**config.mk**
```make
export PLATFORM = sky130hd
export DESIGN_NAME = gold_scrambler
export DESIGN_NICKNAME = d
export VERILOG_FILES = /design/src/rtl/gold_pkg.sv /design/src/rtl/gold_seed_mux.sv /design/src/rtl/gold_lfsr.sv /design/src/rtl/gold_warm_ctrl.sv /design/src/rtl/gold_scrambler.sv
export SDC_FILE = /design/constraint.sdc
export NUM_CORES = 1
export LEC_CHECK = 0
export ABC_AREA = 1
export BUFFER_PORTS_ARGS = -buffer_cell sky130_fd_sc_hd__buf_2
export CAP_MARGIN = 0
export CORE_AREA = 2 2 87 89
export CTS_CLUSTER_SIZE = 40
export DETAILED_ROUTE_END_ITERATION = 8
export DIE_AREA = 0 0 89 91
export PLACE_DENSITY = 0.82
export SLEW_MARGIN = 20
export SYNTH_ARGS = -nofsm -noshare
export SYNTH_HDL_FRONTEND = slang
export SYNTH_SLANG_ARGS = --single-unit
```
**constraint.sdc**
```tcl
create_clock -name clk -period 6.5 [get_ports clk]
set_clock_uncertainty 0.1 [all_clocks]
set_input_delay 0 -clock clk [delete_from_list [all_inputs] [get_ports clk]]
set_output_delay 0 -clock clk [all_outputs]
set_load 0.02 [all_outputs]
```
**src/rtl/gold_pkg.sv**
```systemverilog
`timescale 1ns/1ps
package gold_pkg;
  localparam int unsigned LFSR_W   = 31;
  localparam int unsigned WARM_N   = 1600;
  localparam int unsigned RNTI_W   = 16;
  localparam int unsigned ID_W     = 10;
  localparam int unsigned RNTI_SH  = 15;
  localparam int unsigned CW_SH    = 14;
  localparam logic [LFSR_W-1:0] A_SEED   = LFSR_W'(1);
  localparam logic [LFSR_W-1:0] A_TAPS   = LFSR_W'(4'b1001);
  localparam logic [LFSR_W-1:0] B_TAPS   = LFSR_W'(4'b1111);
endpackage

```
**src/rtl/gold_seed_mux.sv**
```systemverilog
`timescale 1ns/1ps
module gold_seed_mux
  import gold_pkg::*;
(
  input  logic              use_ids,
  input  logic [LFSR_W-1:0] init_word,
  input  logic [RNTI_W-1:0] rnti,
  input  logic              cw_idx,
  input  logic [ID_W-1:0]   scr_id,
  output logic [LFSR_W-1:0] seed
);
  logic [LFSR_W-1:0] formed;

  always_comb begin
    formed = (LFSR_W'(rnti) << RNTI_SH) + (LFSR_W'(cw_idx) << CW_SH) + LFSR_W'(scr_id);
    seed   = use_ids ? formed : init_word;
  end
endmodule

```
**src/rtl/gold_lfsr.sv**
```systemverilog
`timescale 1ns/1ps
module gold_lfsr #(
  parameter int unsigned        W    = 31,
  parameter logic [W-1:0]       TAPS = W'(9)
) (
  input  logic         clk,
  input  logic         rst_n,
  input  logic         load,
  input  logic [W-1:0] seed,
  input  logic         adv,
  output logic [W-1:0] q
);
  logic [W-1:0] q_d;
  logic         fb;

  always_comb begin
    fb  = ^(q & TAPS);
    q_d = q;
    if (load)     q_d = seed;
    else if (adv) q_d = {fb, q[W-1:1]};
  end

  always_ff @(posedge clk or negedge rst_n) begin
    if (!rst_n) q <= '0;
    else        q <= q_d;
  end

  p_load_seed_r2: assert property (@(posedge clk) disable iff (!rst_n)
    load |=> q == $past(seed));
  p_shift_down_r4: assert property (@(posedge clk) disable iff (!rst_n)
    (adv && !load) |=> q[W-2:0] == $past(q[W-1:1]));
  p_hold_idle_r8: assert property (@(posedge clk) disable iff (!rst_n)
    (!adv && !load) |=> $stable(q));
endmodule

```
**src/rtl/gold_warm_ctrl.sv**
```systemverilog
`timescale 1ns/1ps
module gold_warm_ctrl #(
  parameter int unsigned WARM = 1600
) (
  input  logic clk,
  input  logic rst_n,
  input  logic start,
  input  logic skip,
  input  logic ready,
  output logic busy,
  output logic valid,
  output logic adv
);
  localparam int unsigned CW = $clog2(WARM + 1);

  logic [CW-1:0] cnt, cnt_d;
  logic          seeded, seeded_d;

  always_comb begin
    cnt_d    = cnt;
    seeded_d = seeded;
    if (start) begin
      cnt_d    = skip ? '0 : CW'(WARM);
      seeded_d = 1'b1;
    end else if (cnt != '0) begin
      cnt_d = cnt - 1'b1;
    end
  end

  always_comb begin
    busy  = (cnt != '0);
    valid = seeded && !busy;
    adv   = !start && (busy || (valid && ready));
  end

  always_ff @(posedge clk or negedge rst_n) begin
    if (!rst_n) begin
      cnt    <= '0;
      seeded <= 1'b0;
    end else begin
      cnt    <= cnt_d;
      seeded <= seeded_d;
    end
  end

  p_warm_begin_r6: assert property (@(posedge clk) disable iff (!rst_n)
    (start && !skip) |=> busy && !valid);
  p_warm_count_r6: assert property (@(posedge clk) disable iff (!rst_n)
    (busy && !start) |=> cnt == $past(cnt) - 1'b1);
  p_skip_offer_r7: assert property (@(posedge clk) disable iff (!rst_n)
    (start && skip) |=> valid && !busy);
  p_start_wins_r9: assert property (@(posedge clk) disable iff (!rst_n)
    start |-> !adv);
endmodule

```
**src/rtl/gold_scrambler.sv**
```systemverilog
`timescale 1ns/1ps
module gold_scrambler
  import gold_pkg::*;
(
  input  logic              clk,
  input  logic              rst_n,
  input  logic              start,
  input  logic              skip_warmup,
  input  logic              use_ids,
  input  logic [LFSR_W-1:0] init_word,
  input  logic [RNTI_W-1:0] rnti,
  input  logic              cw_idx,
  input  logic [ID_W-1:0]   scr_id,
  input  logic              out_ready,
  output logic              out_valid,
  output logic              out_bit,
  output logic              busy
);
  logic [1:0]        rst_sync;
  logic              rst_q_n;
  logic [LFSR_W-1:0] seed_b;
  logic              adv;
  logic [LFSR_W-1:0] reg_a, reg_b;

  always_ff @(posedge clk or negedge rst_n) begin
    if (!rst_n) rst_sync <= 2'b00;
    else        rst_sync <= {rst_sync[0], 1'b1};
  end
  assign rst_q_n = rst_sync[1];

  gold_seed_mux u_seed (
    .use_ids(use_ids), .init_word(init_word), .rnti(rnti),
    .cw_idx(cw_idx), .scr_id(scr_id), .seed(seed_b)
  );

  gold_warm_ctrl #(.WARM(WARM_N)) u_ctrl (
    .clk(clk), .rst_n(rst_q_n), .start(start), .skip(skip_warmup),
    .ready(out_ready), .busy(busy), .valid(out_valid), .adv(adv)
  );

  for (genvar g = 0; g < 2; g++) begin : g_reg
    localparam logic [LFSR_W-1:0] TP = (g == 0) ? A_TAPS : B_TAPS;
    logic [LFSR_W-1:0] sd, qq;
    assign sd = (g == 0) ? A_SEED : seed_b;
    gold_lfsr #(.W(LFSR_W), .TAPS(TP)) u_lfsr (
      .clk(clk), .rst_n(rst_q_n), .load(start), .seed(sd), .adv(adv), .q(qq)
    );
  end
  assign reg_a = g_reg[0].qq;
  assign reg_b = g_reg[1].qq;

  assign out_bit = reg_a[0] ^ reg_b[0];

  p_hold_stall_r8: assert property (@(posedge clk) disable iff (!rst_q_n)
    (out_valid && !out_ready && !start) |=> out_valid && $stable(out_bit));
  p_a_seeded_r2: assert property (@(posedge clk) disable iff (!rst_q_n)
    start |=> reg_a == A_SEED);
  p_no_offer_busy_r6: assert property (@(posedge clk) disable iff (!rst_q_n)
    busy |-> !out_valid);
endmodule

```
Yosys cells after proc, flatten, opt, wreduce, memory -nomap -nowiden
Index checks and enable logic that the tools add are counted.

storage, ports and cells
  flip-flop bits (word level) = 76
  latch bits = 0
  RAM bits = 0
  ROM bits = 0
  bits of input ports = 64
  word-level logic and storage cells = 28
  memories = 0

operators by class
  add/subtract/negate cells = 3
  multipliers = 0
  div/mod/pow operators = 0
  magnitude comparators = 0
  equality and inequality tests = 0
  shift-type cells = 0
  mux-type cells = 8
  bitwise logic cells = 1
  reduce and logical (&&, ||, !) cells = 11

operators with widths
  cell                   number
  $mux 31                5
  $reduce_xor 31->1      2
  $mux 11                3
  $add 31x10->31         1
  $add 31x15->31         1
  $reduce_bool 11->1     1
  $sub 11x1->11 const B  1
  $reduce_bool 2->1      2
  $logic_and 1x1->1      3
  $logic_not 1->1        2
  $logic_or 1x1->1       1
  $xor 1x1->1            1

Depth between registers and ports, before layout
Gate-level depths: netlist (run 1).

  word-level depth = 8
  depth in mapped cells = 10

Modules after synthesis
Synthesis (run 1) repeated with hierarchy kept, for this count alone.

unflattened totals
  cells, all modules = 528
  area, all modules = 3883.7 µm²

modules (own cells, without submodules)
  module                       times used  cells each  area an instance (µm²)
  gold_lfsr (g_reg[1].u_lfsr)  1           155         1378.8
  gold_lfsr (g_reg[0].u_lfsr)  1           173         1370.1
  gold_warm_ctrl               1           96          695.7
  gold_seed_mux                1           95          362.8
  gold_scrambler               1           9           76.3

Least setup slack after synthesis (run 1)
OpenSTA, ideal clock, no wires.

  kind = reg2reg
  start point = register u_ctrl.cnt[0]
  end point = register g_reg[1].u_lfsr.q[2]
  data arrival time = 1458 ps
  data required time = 6335 ps
  path slack = 4877 ps
  stages on the path, launching flop included = 10
  path buffers = 1
  clock period less this slack = 1623 ps
  cell sequence = dfrtp_1 > inv_1 > ha_1 > nand2_1 > nor2_1 > nand3_2 > a21oi_4 > buf_6 > nand3_1 > nand2_1

between the ends
  cells in the longest elaborated chain, start to end = 7

ends and longest elaborated chain
  item                           RTL line              RTL
  start: declaration             gold_warm_ctrl.sv:16  logic [CW-1:0] cnt, cnt_d;
  start signal: assignment       gold_warm_ctrl.sv:41  cnt <= cnt_d;
  $reduce_bool 11->1 *           gold_warm_ctrl.sv:31  busy = (cnt != '0);
  $logic_not 1->1                gold_warm_ctrl.sv:32  valid = seeded && !busy;
  $logic_and 1x1->1              gold_warm_ctrl.sv:32
  $logic_and 1x1->1              gold_warm_ctrl.sv:33  adv = !start && (busy || (valid && ready));
  $logic_or 1x1->1 *             gold_warm_ctrl.sv:33
  $logic_and 1x1->1 *            gold_warm_ctrl.sv:33
  $reduce_bool 2->1 (no line) *  -
  end signal: assignment         gold_lfsr.sv:25       else q <= q_d;
  end: declaration               gold_lfsr.sv:11       output logic [W-1:0] q

Mark *: on every way between the ends. The rest lies on a longest branch, timed or not.
A chain may end at the register's enable or synchronous reset.

Worst setup path after layout (run 1)
  start point = register u_ctrl.cnt[0]
  end point = register g_reg[1].u_lfsr.q[3]

The elaborated chain is that of the path after synthesis.

==> tab_implementation.tex, run 1 <==
\begin{tabular}{lr}
\hline
Metric & Value \\
\hline
\multicolumn{2}{l}{\textbf{Worst setup path}} \\
Sort of element at the start of the critical path & flip-flop \\
R2R Setup Slk & 4.04 ns \\
Number of buffer and inverter stages on the critical path & 1 \\
Logic depth of the worst setup path including buffers & 8 \\
Maximum cell stage delay along the critical path & approximately 0.74 ns \\
Critical Setup Path Class & flip-flop to flip-flop \\
Most Frequent Cell on Critical Path & nand2\_1 \\
Cell count of the worst reg-to-reg path & 8 \\
CP Capture Type & flip-flop \\
Cell-by-cell listing of the critical path & inv\_1 -> ha\_1 -> nand2\_1 -> nor2\_1 -> nand3\_2 -> a21oi\_4 -> nand3\_1 -> nand2\_1 \\
Critical path fanouts, max & 33 \\
Slowest stage cell, crit path & a21oi\_4 \\
Required time of the critical path & 6.68 ns \\
Arrival time at the worst endpoint & 2.64 ns \\
Crit-path leading delay family & simple AND/OR/NAND/NOR gates \\
\multicolumn{2}{l}{\textbf{Synthesis}} \\
Post-Syn Area per Cell & approximately 7 um2 \\
Net count of the mapped netlist & around 650 \\
Number of enable flip-flop cells after synthesis & 0 \\
Count of unique library cells instantiated by Yosys & 30 \\
Predominant post-synthesis flop cell & dfrtp\_1 \\
Post-synthesis register bit count & 76 \\
Syn Inst Count & between 500 and 600 \\
Syn. warnings & 0 \\
Main area contributors after synthesis & dfrtp\_1, nand2\_1, nand3\_1 \\
Cell area after synthesis & $\sim$4200 um2 \\
Async set-or-reset flop fraction in the synthesized netlist & 100.0\% \\
Area share of the largest cell type after synthesis & 45.60\% \\
Fraction of the yosys area taken by sequential cells & 45.60\% \\
Largest area contributor in the synthesized netlist & dfrtp\_1 \\
\multicolumn{2}{l}{\textbf{Status}} \\
Run status & finished, final reports clean \\
\multicolumn{2}{l}{\textbf{Clock network}} \\
Depth of the CTS H-tree & 3 \\
Number of sinks handled by clock tree synthesis & 76 \\
Clock insertion delay at the later pin of the skew report & between 0.3 and 0.4 ns \\
Number of buffers inserted during clock tree synthesis & 9 \\
Clock root buffer master & clkbuf\_8 \\
Maximum number of buffers from clock root to sink & 2 \\
TritonCTS clock tree & yes \\
Count of instances resized after the clock tree is built & 0 \\
Post-CTS clock slew at the launch and capture registers of the worst setup and hold paths & around 0.08 ns \\
\multicolumn{2}{l}{\textbf{Placement}} \\
HPWL after DPL & 5.599 mm \\
Number of cells in the design after placement & just over 700 \\
Area of placed instances & roughly 4500 um2 \\
Post-Place Setup Slack & 4.146 ns \\
Weighted congestion at the end of routability-driven global placement & between 0.9 and 1 \\
Buffers on Ports & 66 \\
\multicolumn{2}{l}{\textbf{Routing}} \\
Routed Wire Length & 11.13 mm \\
Number of remaining DRC errors & 0 \\
Final ANT Viol Nets & 0 \\
Average wire per cell in the routed design & 14.14 um \\
DR pass1 iterations & 5 \\
Drt initial violations & 390 \\
Via total after detailed routing & about 4,300 \\
Via density per instance & 5.464 \\
\multicolumn{2}{l}{\textbf{Final layout}} \\
Nets & 749 \\
Final non-filler cell total & approximately 790 \\
Design Area, Final & approximately 5300 um2 \\
Share of final-layout standard cells stronger than drive strength 1 & 15.26\% \\
FILL cells & 531 \\
Number of antenna repair diodes & 0 \\
Utilization of the core after routing & between 70\% and 80\% \\
Synthesis-to-finish area growth & 25.95\% \\
\multicolumn{2}{l}{\textbf{Timing}} \\
Transition at the pin with the smallest max-transition slack & about 1.1 ns \\
Setup Viol. Count Final & 0 \\
Minimum hold slack & 0.05769 ns \\
Worst slew margin relative to its limit & 26.97\% \\
Post-layout worst setup margin & 4.042 ns \\
Final Max Slew Viols & 0 \\
Timing-limited maximum frequency & $\sim$0.41 GHz \\
Hold violation count in the final report & 0 \\
Setup repair after global routing missed its margin & false \\
Post-layout min period & 2.458 ns \\
Sum of negative setup slack & 0 ns \\
Ratio of final minimum period to clock period & a little under two fifths \\
\multicolumn{2}{l}{\textbf{Floorplan}} \\
Core Rows & 31 \\
Die area & 8099 um2 \\
\# IOs & between 60 and 70 \\
Die width & 89 um \\
Effective utilization at floorplan & around 60\% \\
Vertical die dimension & 91 um \\
Area of the core region & 7137 um2 \\
\multicolumn{2}{l}{\textbf{GRT}} \\
First-pass GRT wire length & 19.13 mm \\
Grt met1 use & a little under two fifths \\
Met2 Track Usage GR & 47.95\% \\
Global Route Usage Sum & between 20\% and 30\% \\
Met3 usage & 7.091\% \\
Overflow left after global routing & 0 \\
Number of global-route vias before repair & 4,290 \\
GRT Max-Usage Layer & met2 \\
Initial antenna violation count & 0 \\
Maximum number of pins on one net before global-route repair & between 70 and 80 \\
\multicolumn{2}{l}{\textbf{Power and ir drop}} \\
PD cells & 258.8 nW/um2 \\
Combinational cell fraction of total power & 29.4\% \\
Worst vdd rail ir drop & approximately 0.11 mV \\
NetSw & 0.4647 mW \\
Portion of total power attributed to the clock network & between 20\% and 30\% \\
Static Leak & 2.709 nW \\
Fraction of power spent switching nets & 34.19\% \\
Final Power & 1.359 mW \\
P\_int & 0.8945 mW \\
Power share of the sequential group & 42.2\% \\
\multicolumn{2}{l}{\textbf{Worst hold path}} \\
Cell depth of the worst min-delay path & 5 \\
Class of the tightest hold or removal check & input port to flip-flop \\
\multicolumn{2}{l}{\textbf{Job}} \\
Max cap viols & 0 \\
\hline
\end{tabular}
cell usage after synthesis, types with 2 or more instances:
master and count:
xor2_1 5, buf_2 16, inv_1 47, nor2_2 2, nand2_1 182, nand3_1 74, nor2_4 2, a21oi_1 3
nand4_1 3, o22ai_1 3, o21ai_1 15, inv_2 7, nand3_2 5, nor3_1 2, buf_6 3, dfrtp_1 76
clkbuf_1 13, buf_4 3, nor2_1 70, o21ai_0 40
repair_timing:
action	CTS	global route
hold buffers	58	0
hold endpoints to repair	36	0
endpoints found under the setup margin	0	0
setup buffers	0	0
area by class of cell:
cell class | instances | area, um2 | area share [%]
clock buffers | 10 | 127.6 | 2.430
flip-flops and latches | 76 | 1903 | 36.23
clock inverters | 5 | 77.57 | 1.477
repair buffers | 128 | 940.9 | 17.91
multi-input cells | 415 | 1877 | 35.73
inverters | 54 | 202.7 | 3.859
well taps | 99 | 123.9 | 2.358
worst reg2reg max path: cells and delay by family (launching register included):
kind	cells	cell delay (ns)
AOI/OAI and AO/OA	1	0.75
adders and majority gates	1	0.25
buffers and inverters	1	0.08
DFF	1	0.39
and+or+nand+nor	5	0.83
final timing paths:
kind / from / endpoint
setup / recovery: u_ctrl.cnt[0] / g_reg[1].u_lfsr.q[3]
hold / removal: init_word[18] / g_reg[1].u_lfsr.q[18]
setup reg to reg: u_ctrl.cnt[0] / g_reg[1].u_lfsr.q[3]
hold reg to reg: rst_sync[0] / rst_sync[1]
max in group asynchronous: rst_sync[1] / g_reg[1].u_lfsr.q[23]
min in group asynchronous: rst_sync[1] / g_reg[1].u_lfsr.q[2]
registers in the layout, summed over array words and instances (netlist names):
name,cells
u_ctrl.cnt,11
g.u_lfsr.q,62
u_ctrl.seeded,1
rst_sync,2
cells in the final DEF, fill, tap and decap left out, types with 4 or more instances in the layout:
cell	instances
inv_1	47
clkbuf_8	9
o21ai_0	40
dfrtp_1	75
xor2_1	5
nand3_1	74
dlygate4sd3_1	58
nand2_1	182
o21ai_1	15
inv_2	7
buf_4	4
nand3_2	5
nor2_1	70
buf_2	66
cell families (layout without fill, tap and decap cells):
| family | Yosys count | in the layout | share of synthesized area, % |
|---|---|---|---|
| AO/OA/AOI/OAI | 64 | 64 | 8.341 |
| XOR/XNOR | 6 | 6 | 1.260 |
| adder cells (fa/ha/maj) | 1 | 1 | 0.3000 |
| buffers and inverters | 90 | 197 | 9.661 |
| flip-flops | 76 | 76 | 45.60 |
| other | 1 | 1 | 0.08992 |
| AND/OR/NAND/NOR | 343 | 343 | 34.74 |
power by group through the flow:
stage                     registers, mW  logic (mW)  clock network, mW
final                             0.573       0.400              0.386
after global routing              0.580       0.452              0.413
after CTS                         0.571       0.390              0.390
after detailed placement          0.579       0.345                  0
after global placement            0.577       0.333                  0
after floorplan                   0.577       0.266                  0
routing by layer:
layer | up-vias | wire length, um | share of wire [%]
met5 | - | 0 | 0
met1 | 1991 | 4491 | 40
met3 | 51 | 706 | 6.3
met2 | 234 | 5500 | 49
met4 | 0 | 434 | 3.9
li1 | 2024 | - | -
No activity file was read; power rests on OpenSTA's default activity.
==> run 2: changes to the inputs <==
--- a/config.mk
+++ b/config.mk
@@ -5,14 +5,14 @@
 export SDC_FILE = /design/constraint.sdc
 export NUM_CORES = 1
 export LEC_CHECK = 0
-export ABC_AREA = 1
+export ABC_AREA = 0
 export BUFFER_PORTS_ARGS = -buffer_cell sky130_fd_sc_hd__buf_2
 export CAP_MARGIN = 0
-export CORE_AREA = 2 2 87 89
+export CORE_AREA = 2 2 85 87
 export CTS_CLUSTER_SIZE = 40
 export DETAILED_ROUTE_END_ITERATION = 8
-export DIE_AREA = 0 0 89 91
-export PLACE_DENSITY = 0.82
+export DIE_AREA = 0 0 87 89
+export PLACE_DENSITY = 0.78
 export SLEW_MARGIN = 20
 export SYNTH_ARGS = -nofsm -noshare
 export SYNTH_HDL_FRONTEND = slang
==> constraint.sdc (replaced) <==
create_clock -name clk -period 2.5 [get_ports clk]
set_clock_uncertainty 0.1 [all_clocks]
set_input_delay 0 -clock clk [delete_from_list [all_inputs] [get_ports clk]]
set_output_delay 0 -clock clk [all_outputs]
set_load 0.02 [all_outputs]
==> tab_implementation.tex, run 2 <==
\begin{tabular}{lr}
\hline
Metric & Value \\
\hline
\multicolumn{2}{l}{\textbf{Routing}} \\
Drt initial violations & 269 (-31\%) \\
Final ANT Viol Nets & 0 (unchanged) \\
Number of remaining DRC errors & 0 (unchanged) \\
Via total after detailed routing & 3,307 (-23\%) \\
Average wire per cell in the routed design & 14.69 um (+3.9\%) \\
Via density per instance & 5.421 (-0.78\%) \\
DR pass1 iterations & 5 (unchanged) \\
Routed Wire Length & 8.961 mm (-20\%) \\
\multicolumn{2}{l}{\textbf{Job}} \\
Max cap viols & 0 (unchanged) \\
\multicolumn{2}{l}{\textbf{Clock network}} \\
TritonCTS clock tree & yes \\
Number of buffers inserted during clock tree synthesis & 9 (unchanged) \\
Number of sinks handled by clock tree synthesis & 76 (unchanged) \\
Count of instances resized after the clock tree is built & 0 (unchanged) \\
CTS Hold Buffers Added & 63 (+8.6\%) \\
Depth of the CTS H-tree & 3 (unchanged) \\
Clock insertion delay at the later pin of the skew report & 0.36 ns (+0.02 ns) \\
Maximum number of buffers from clock root to sink & 2 (unchanged) \\
Post-CTS clock slew at the launch and capture registers of the worst setup and hold paths & 0.09 ns (about the same) \\
Post-CTS Setup Inserts & 0 (unchanged) \\
Clock root buffer master & clkbuf\_8 \\
\multicolumn{2}{l}{\textbf{Worst setup path}} \\
Required time of the critical path & 2.70 ns (-3.98 ns) \\
Start point of the critical path & u\_ctrl.cnt[1] \\
Critical Setup Path Class & flip-flop to flip-flop \\
Sort of element at the start of the critical path & flip-flop \\
Crit path to & u\_ctrl.cnt[6] \\
Arrival time at the worst endpoint & 2.56 ns (-0.08 ns) \\
Crit Reg-Reg Endpoint & u\_ctrl.cnt[6] \\
Critical path fanouts, max & 11 (-67\%) \\
R2R Setup Slk & 0.14 ns (-3.91 ns) \\
Cell count of the worst reg-to-reg path & 7 (-1) \\
CP Capture Type & flip-flop \\
Worst reg2reg path startpoint & u\_ctrl.cnt[1] \\
\multicolumn{2}{l}{\textbf{Floorplan}} \\
Area of the core region & 6719 um2 (-5.9\%) \\
Die area & 7743 um2 (-4.4\%) \\
Effective utilization at floorplan & 54.84\% (-3.6 points) \\
Vertical die dimension & 89 um (-2.2\%) \\
\# IOs & 67 (unchanged) \\
Die width & 87 um (-2.2\%) \\
Core Rows & 30 (-3.2\%) \\
\multicolumn{2}{l}{\textbf{Final layout}} \\
FILL cells & 440 (-17\%) \\
Synthesis-to-finish area growth & 32.29\% \\
Area occupied by registers & 1903 um2 (unchanged) \\
Most common cell after layout, fill and taps aside & nand2\_1 \\
Largest reg by FF count & g.u\_lfsr.q \\
Number of antenna repair diodes & 0 (unchanged) \\
Largest regs & g.u\_lfsr.q x62, u\_ctrl.cnt x11, rst\_sync x2 \\
Number of flip-flops in the largest register & 62 (unchanged) \\
Area of the multi-input gates & 1617 um2 (-14\%) \\
Share of final-layout standard cells stronger than drive strength 1 & 17.92\% (+2.7 points) \\
Leading cell types in the layout, fill and taps excluded & nand2\_1, dfrtp\_1, buf\_2 \\
Nets & 590 (-21\%) \\
\multicolumn{2}{l}{\textbf{Power and ir drop}} \\
Worst vdd rail ir drop & 0.4082 mV (+260\%) \\
Final Power & 3.182 mW (+130\%) \\
Static Leak & 2.212 nW (-18\%) \\
PD cells & 652.7 nW/um2 (+150\%) \\
\multicolumn{2}{l}{\textbf{Synthesis}} \\
Async set-or-reset flop fraction in the synthesized netlist & 100.0\% (unchanged) \\
Post-Syn Area per Cell & 9.054 um2 (+26\%) \\
Post-synthesis register bit count & 76 (unchanged) \\
Commonest cells post-synth & nand2\_1, dfrtp\_1, o21ai\_0, mux2i\_1, o211ai\_1 \\
Syn. warnings & 0 (unchanged) \\
Syn Inst Count & 407 (-30\%) \\
Most common cell in the netlist & nand2\_1 \\
Main area contributors after synthesis & dfrtp\_1, nand2\_1, mux2i\_1 \\
Count of unique library cells instantiated by Yosys & 39 (+30\%) \\
Area share of the largest cell type after synthesis & 51.61\% (+6.0 points) \\
Largest area contributor in the synthesized netlist & dfrtp\_1 \\
Cell area after synthesis & 3685 um2 (-12\%) \\
Fraction of the yosys area taken by sequential cells & 51.61\% (+6.0 points) \\
Predominant post-synthesis flop cell & dfrtp\_1 \\
Number of enable flip-flop cells after synthesis & 0 (unchanged) \\
Net count of the mapped netlist & 472 (-27\%) \\
\multicolumn{2}{l}{\textbf{Timing}} \\
Sum of negative setup slack & 0 ns (unchanged) \\
Timing-limited maximum frequency & 0.4229 GHz (+4.0\%) \\
Post-layout min period & 2.364 ns (-0.09380 ns) \\
Setup repair after global routing missed its margin & false \\
Ratio of final minimum period to clock period & 94.58\% (+57 points) \\
Worst slew margin relative to its limit & 45.95\% (+19 points) \\
Final Max Slew Viols & 0 (unchanged) \\
Hold violation count in the final report & 0 (unchanged) \\
Setup Viol. Count Final & 0 (unchanged) \\
Transition at the pin with the smallest max-transition slack & 0.8108 ns (-0.2835 ns) \\
\multicolumn{2}{l}{\textbf{Placement}} \\
HPWL after DPL & 4.610 mm (-18\%) \\
Buffers on Ports & 66 (unchanged) \\
Weighted congestion at the end of routability-driven global placement & 0.8435 (-6.4\%) \\
\multicolumn{2}{l}{\textbf{Status}} \\
Run status & finished, final reports clean \\
\multicolumn{2}{l}{\textbf{Worst hold path}} \\
Class of the tightest hold or removal check & flip-flop to asynchronous set/reset pin \\
\multicolumn{2}{l}{\textbf{GRT}} \\
Global Route Usage Sum & 24.85\% (-4.8 points) \\
Number of global-route vias before repair & 3,272 (-24\%) \\
Initial antenna violation count & 0 (unchanged) \\
First-pass GRT wire length & 14.94 mm (-22\%) \\
Overflow left after global routing & 0 (unchanged) \\
Maximum number of pins on one net before global-route repair & 73 (-2.7\%) \\
\hline
\end{tabular}
run 2: worst max-delay path, stage by stage (launching register included):
cell and delay, ns:
dfrtp_1 0.38, inv_1 0.05, ha_1 0.21, nor2b_1 0.17
and4_1 0.32, or3_1 0.38, a22oi_1 0.13, dlygate4sd3_1 0.58
run 2: how the worst min path moves through the flow:
| stage | from | to | depth (start not counted) | slack [ns] |
|---|---|---|---|---|
| 2_1_floorplan | rst_n | rst_sync[0] | 0 | -0.40 |
| 3_3_place_gp | rst_n | rst_sync[0] | 1 | -0.31 |
| 3_5_place_dp | rst_n | rst_sync[0] | 1 | -0.31 |
| 4_1_cts | rst_sync[1] | u_ctrl.cnt[4] | 0 | 0.19 |
| 5_1_grt | rst_sync[1] | u_ctrl.cnt[4] | 0 | 0.22 |
| 6_report | rst_sync[1] | u_ctrl.cnt[4] | 0 | 0.17 |
run 2: final cells by class:
class | instances | share of cell area, %
well taps | 80 | 2.053
inverters | 4 | 0.3080
flip-flops and latches | 76 | 39.04
repair buffers | 135 | 21.15
multi-input cells | 299 | 33.16
clock inverters | 6 | 1.463
clock buffers | 10 | 2.823
run 2: per-stage QoR:
stage	setup WS [ns]	area, um2	hold slack (ns)	util, %	instances
6_report	0.1356	4875	0.1691	72.55	610
4_1_cts	0.1653	4875	0.1882	72.55	610
2_1_floorplan	0.1267	3685	-0.3956	-	407
3_3_place_gp	0.6944	4035	-0.3142	60.06	531
5_1_grt	0.02236	4875	0.2175	72.55	610
3_5_place_dp	0.6398	4035	-0.3110	60.06	531
run 2: kinds of logic (layout without fill, tap and decap cells):
group / count (synthesis) / after routing / share of synthesized area, %
AOI/OAI and AO/OA: 76 / 76 / 13.00
xor gates and xnor gates: 7 / 7 / 1.664
adders and majority gates: 1 / 1 / 0.3395
buffers and inverters: 32 / 155 / 4.550
DFF: 76 / 76 / 51.61
muxes: 28 / 28 / 7.606
other: 1 / 1 / 0.1018
and+or+nand+nor: 186 / 186 / 21.12
run 2: layer usage:
layer,vias up,global-route usage (%),share of wire [%]
li1,1608,-,-
met2,124,44.00,50
met1,1560,30.76,43
met4,0,9.659,1.4
met5,-,0,0
met3,15,3.786,5.4
run 2: report_power, final:
part	switching [mW]	internal, mW
logic	0.357	0.349
clock network	0.476	0.495
registers	0.138	1.37
==> run 3: changes to the inputs <==
--- a/config.mk
+++ b/config.mk
@@ -8,11 +8,11 @@
 export ABC_AREA = 0
 export BUFFER_PORTS_ARGS = -buffer_cell sky130_fd_sc_hd__buf_2
 export CAP_MARGIN = 0
-export CORE_AREA = 2 2 85 87
+export CORE_AREA = 2 2 106 108
 export CTS_CLUSTER_SIZE = 40
 export DETAILED_ROUTE_END_ITERATION = 8
-export DIE_AREA = 0 0 87 89
-export PLACE_DENSITY = 0.78
+export DIE_AREA = 0 0 108 110
+export GPL_TIMING_DRIVEN = 0
 export SLEW_MARGIN = 20
 export SYNTH_ARGS = -nofsm -noshare
 export SYNTH_HDL_FRONTEND = slang
==> tab_implementation.tex, run 3 (synthesis gave the netlist of run 2 again) <==
\begin{tabular}{lr}
\hline
Metric & Value \\
\hline
\multicolumn{2}{l}{\textbf{Status}} \\
Run status & finished, final reports clean \\
\multicolumn{2}{l}{\textbf{Clock network}} \\
Clock root buffer master & clkbuf\_8 \\
Depth of the CTS H-tree & 3 (unchanged) \\
TritonCTS clock tree & yes \\
Number of sinks handled by clock tree synthesis & 76 (unchanged) \\
Number of buffers inserted during clock tree synthesis & 9 (unchanged) \\
Maximum number of buffers from clock root to sink & 2 (unchanged) \\
Clock insertion delay at the later pin of the skew report & 0.35 ns (about the same) \\
Post-CTS Setup Inserts & 0 (unchanged) \\
Post-CTS clock slew at the launch and capture registers of the worst setup and hold paths & 0.08 ns (about the same) \\
\multicolumn{2}{l}{\textbf{Final layout}} \\
Synthesis-to-finish area growth & 35.96\% \\
Nets & 609 (+3.2\%) \\
FILL cells & 1,044 (+140\%) \\
Share of final-layout standard cells stronger than drive strength 1 & 18.25\% (+0.32 points) \\
Largest regs & g.u\_lfsr.q x62, u\_ctrl.cnt x11, rst\_sync x2 \\
Final non-filler cell total & 688 (+13\%) \\
Number of antenna repair diodes & 0 (unchanged) \\
Largest reg by FF count & g.u\_lfsr.q \\
Number of flip-flops in the largest register & 62 (unchanged) \\
Most common cell after layout, fill and taps aside & nand2\_1 \\
Utilization of the core after routing & 46.83\% (-26 points) \\
Leading cell types in the layout, fill and taps excluded & nand2\_1, dfrtp\_1, buf\_2 \\
\multicolumn{2}{l}{\textbf{Routing}} \\
Drt initial violations & 128 (-52\%) \\
Routed Wire Length & 8.678 mm (-3.2\%) \\
Highest metal layer with signal wires & met4 \\
Final ANT Viol Nets & 0 (unchanged) \\
DR pass1 iterations & 4 (-1) \\
Via total after detailed routing & 3,286 (-0.64\%) \\
Met3 wire len & 365 um (-25\%) \\
Average wire per cell in the routed design & 12.61 um (-14\%) \\
Length of routed met2 wiring & 4.300 mm (-4.4\%) \\
Via density per instance & 4.776 (-12\%) \\
Wire length on met1 & 3.889 mm (+1.1\%) \\
Number of remaining DRC errors & 0 (unchanged) \\
\multicolumn{2}{l}{\textbf{GRT}} \\
Global Route Usage Sum & 15.87\% (-9.0 points) \\
First-pass GRT wire length & 14.95 mm (about the same) \\
Initial antenna violation count & 0 (unchanged) \\
Overflow left after global routing & 0 (unchanged) \\
Maximum number of pins on one net before global-route repair & 46 (-37\%) \\
Number of global-route vias before repair & 3,424 (+4.6\%) \\
\multicolumn{2}{l}{\textbf{Timing}} \\
Post-layout min period & 2.061 ns (-0.3030 ns) \\
Setup repair after global routing missed its margin & false \\
Post-layout worst setup margin & 0.4386 ns (+0.3030 ns) \\
Setup Viol. Count Final & 0 (unchanged) \\
Ratio of final minimum period to clock period & 82.46\% (-12 points) \\
Final Max Slew Viols & 0 (unchanged) \\
Worst slew margin relative to its limit & 63.13\% (+17 points) \\
Hold violation count in the final report & 0 (unchanged) \\
Timing-limited maximum frequency & 0.4851 GHz (+15\%) \\
Transition at the pin with the smallest max-transition slack & 0.5489 ns (-0.2619 ns) \\
\multicolumn{2}{l}{\textbf{Floorplan}} \\
Effective utilization at floorplan & 34.44\% (-20 points) \\
Core Rows & 38 (+27\%) \\
Area of the core region & 10,700 um2 (+59\%) \\
\# IOs & 67 (unchanged) \\
Die width & 108 um (+24\%) \\
Vertical die dimension & 110 um (+24\%) \\
Die area & 11,880 um2 (+53\%) \\
\multicolumn{2}{l}{\textbf{Placement}} \\
Number of cells in the design after placement & 612 (+15\%) \\
Buffers on Ports & 64 (-3.0\%) \\
HPWL after DPL & 5.717 mm (+24\%) \\
Weighted congestion at the end of routability-driven global placement & 0.7498 (-11\%) \\
Post-Place Setup Slack & 0.5188 ns (-0.1210 ns) \\
\multicolumn{2}{l}{\textbf{Job}} \\
Max cap viols & 0 (unchanged) \\
\multicolumn{2}{l}{\textbf{Worst hold path}} \\
Cell depth of the worst min-delay path & 5 \\
Source of the worst hold timing path & out\_ready \\
Class of the tightest hold or removal check & input port to flip-flop \\
\multicolumn{2}{l}{\textbf{Power and ir drop}} \\
Final Power & 3.100 mW (-2.6\%) \\
PD cells & 618.8 nW/um2 (-5.2\%) \\
Worst vdd rail ir drop & 0.2825 mV (-31\%) \\
Static Leak & 2.252 nW (+1.8\%) \\
\multicolumn{2}{l}{\textbf{Worst setup path}} \\
Start point of the critical path & u\_ctrl.cnt[0] \\
Cell count of the worst reg-to-reg path & 7 (unchanged) \\
R2R Setup Slk & 0.45 ns (+0.31 ns) \\
Critical Setup Path Class & flip-flop to output pin \\
Maximum cell stage delay along the critical path & 0.38 ns (-0.20 ns) \\
Sort of element at the start of the critical path & flip-flop \\
Worst reg2reg path startpoint & u\_ctrl.cnt[0] \\
CP Capture Type & output pin \\
Critical path fanouts, max & 10 (-1) \\
Slowest stage cell, crit path & dfrtp\_1 \\
Arrival time at the worst endpoint & 1.96 ns (-0.60 ns) \\
Cell-by-cell listing of the critical path & inv\_1 -> ha\_1 -> nor2b\_1 -> and4\_1 -> buf\_6 -> and2\_1 -> buf\_2 \\
Required time of the critical path & 2.40 ns (-0.30 ns) \\
\hline
\end{tabular}
run 3: cell types whose count changed in the layout (fill, tap and decap cells not counted), sizes merged:
cell and change:
clkbuf +12, buf +8, dlygate4sd3 -2
run 3: cell type report:
cell class,count,area (um2),share of cell area (%)
Clock inverter,6,63.81,1.274
Clock buffer,9,123.9,2.473
Buffer,28,152.6,3.047
Multi-Input combinational cell,299,1615,32.24
Sequential cell,76,1906,38.04
Inverter,4,15.01,0.2997
Timing Repair Buffer,126,958.4,19.13
Tap cell,140,175.2,3.497
run 3: layer usage:
metal	vias up	GRT usage, %
met5	-	0
li1	1639	-
met4	0	5.220
met2	61	29.02
met1	1575	18.23
met3	11	3.880
run 3: per-stage QoR:
step | area [um2] | setup TNS, ns | hold slack [ns]
floorplan | 3685 | 0 | -0.3956
global placement | 4180 | -53.53 | -0.3146
detailed placement | 4212 | 0 | -0.3118
CTS | 5010 | 0 | 0.1205
global route | 5010 | 0 | 0.1550
finish | 5010 | 0 | 0.1457
run 3: worst max-delay path, delay by kind of cell, from the launching register on:
family	cells	cell delay, ns
adders and majority gates	1	0.21
buffers and inverters	3	0.40
DFF	1	0.38
and+or+nand+nor	3	0.63
run 3: timing repair:
action / CTS / global route
hold buffers: 61 / 0
endpoints found under the hold margin: 36 / 0
gates resized for setup: 0 / 0
run 3: final timing paths:
path                                         end
max                                    out_valid
min                        g_reg[1].u_lfsr.q[17]
max reg2reg                g_reg[1].u_lfsr.q[21]
min reg2reg                g_reg[0].u_lfsr.q[24]
max in group asynchronous   g_reg[0].u_lfsr.q[4]
min in group asynchronous  g_reg[0].u_lfsr.q[24]
run 3: where the power goes:
part           switching, mW  internal (mW)
Clock                  0.458          0.455
Combinational          0.340          0.352
Sequential             0.127           1.37
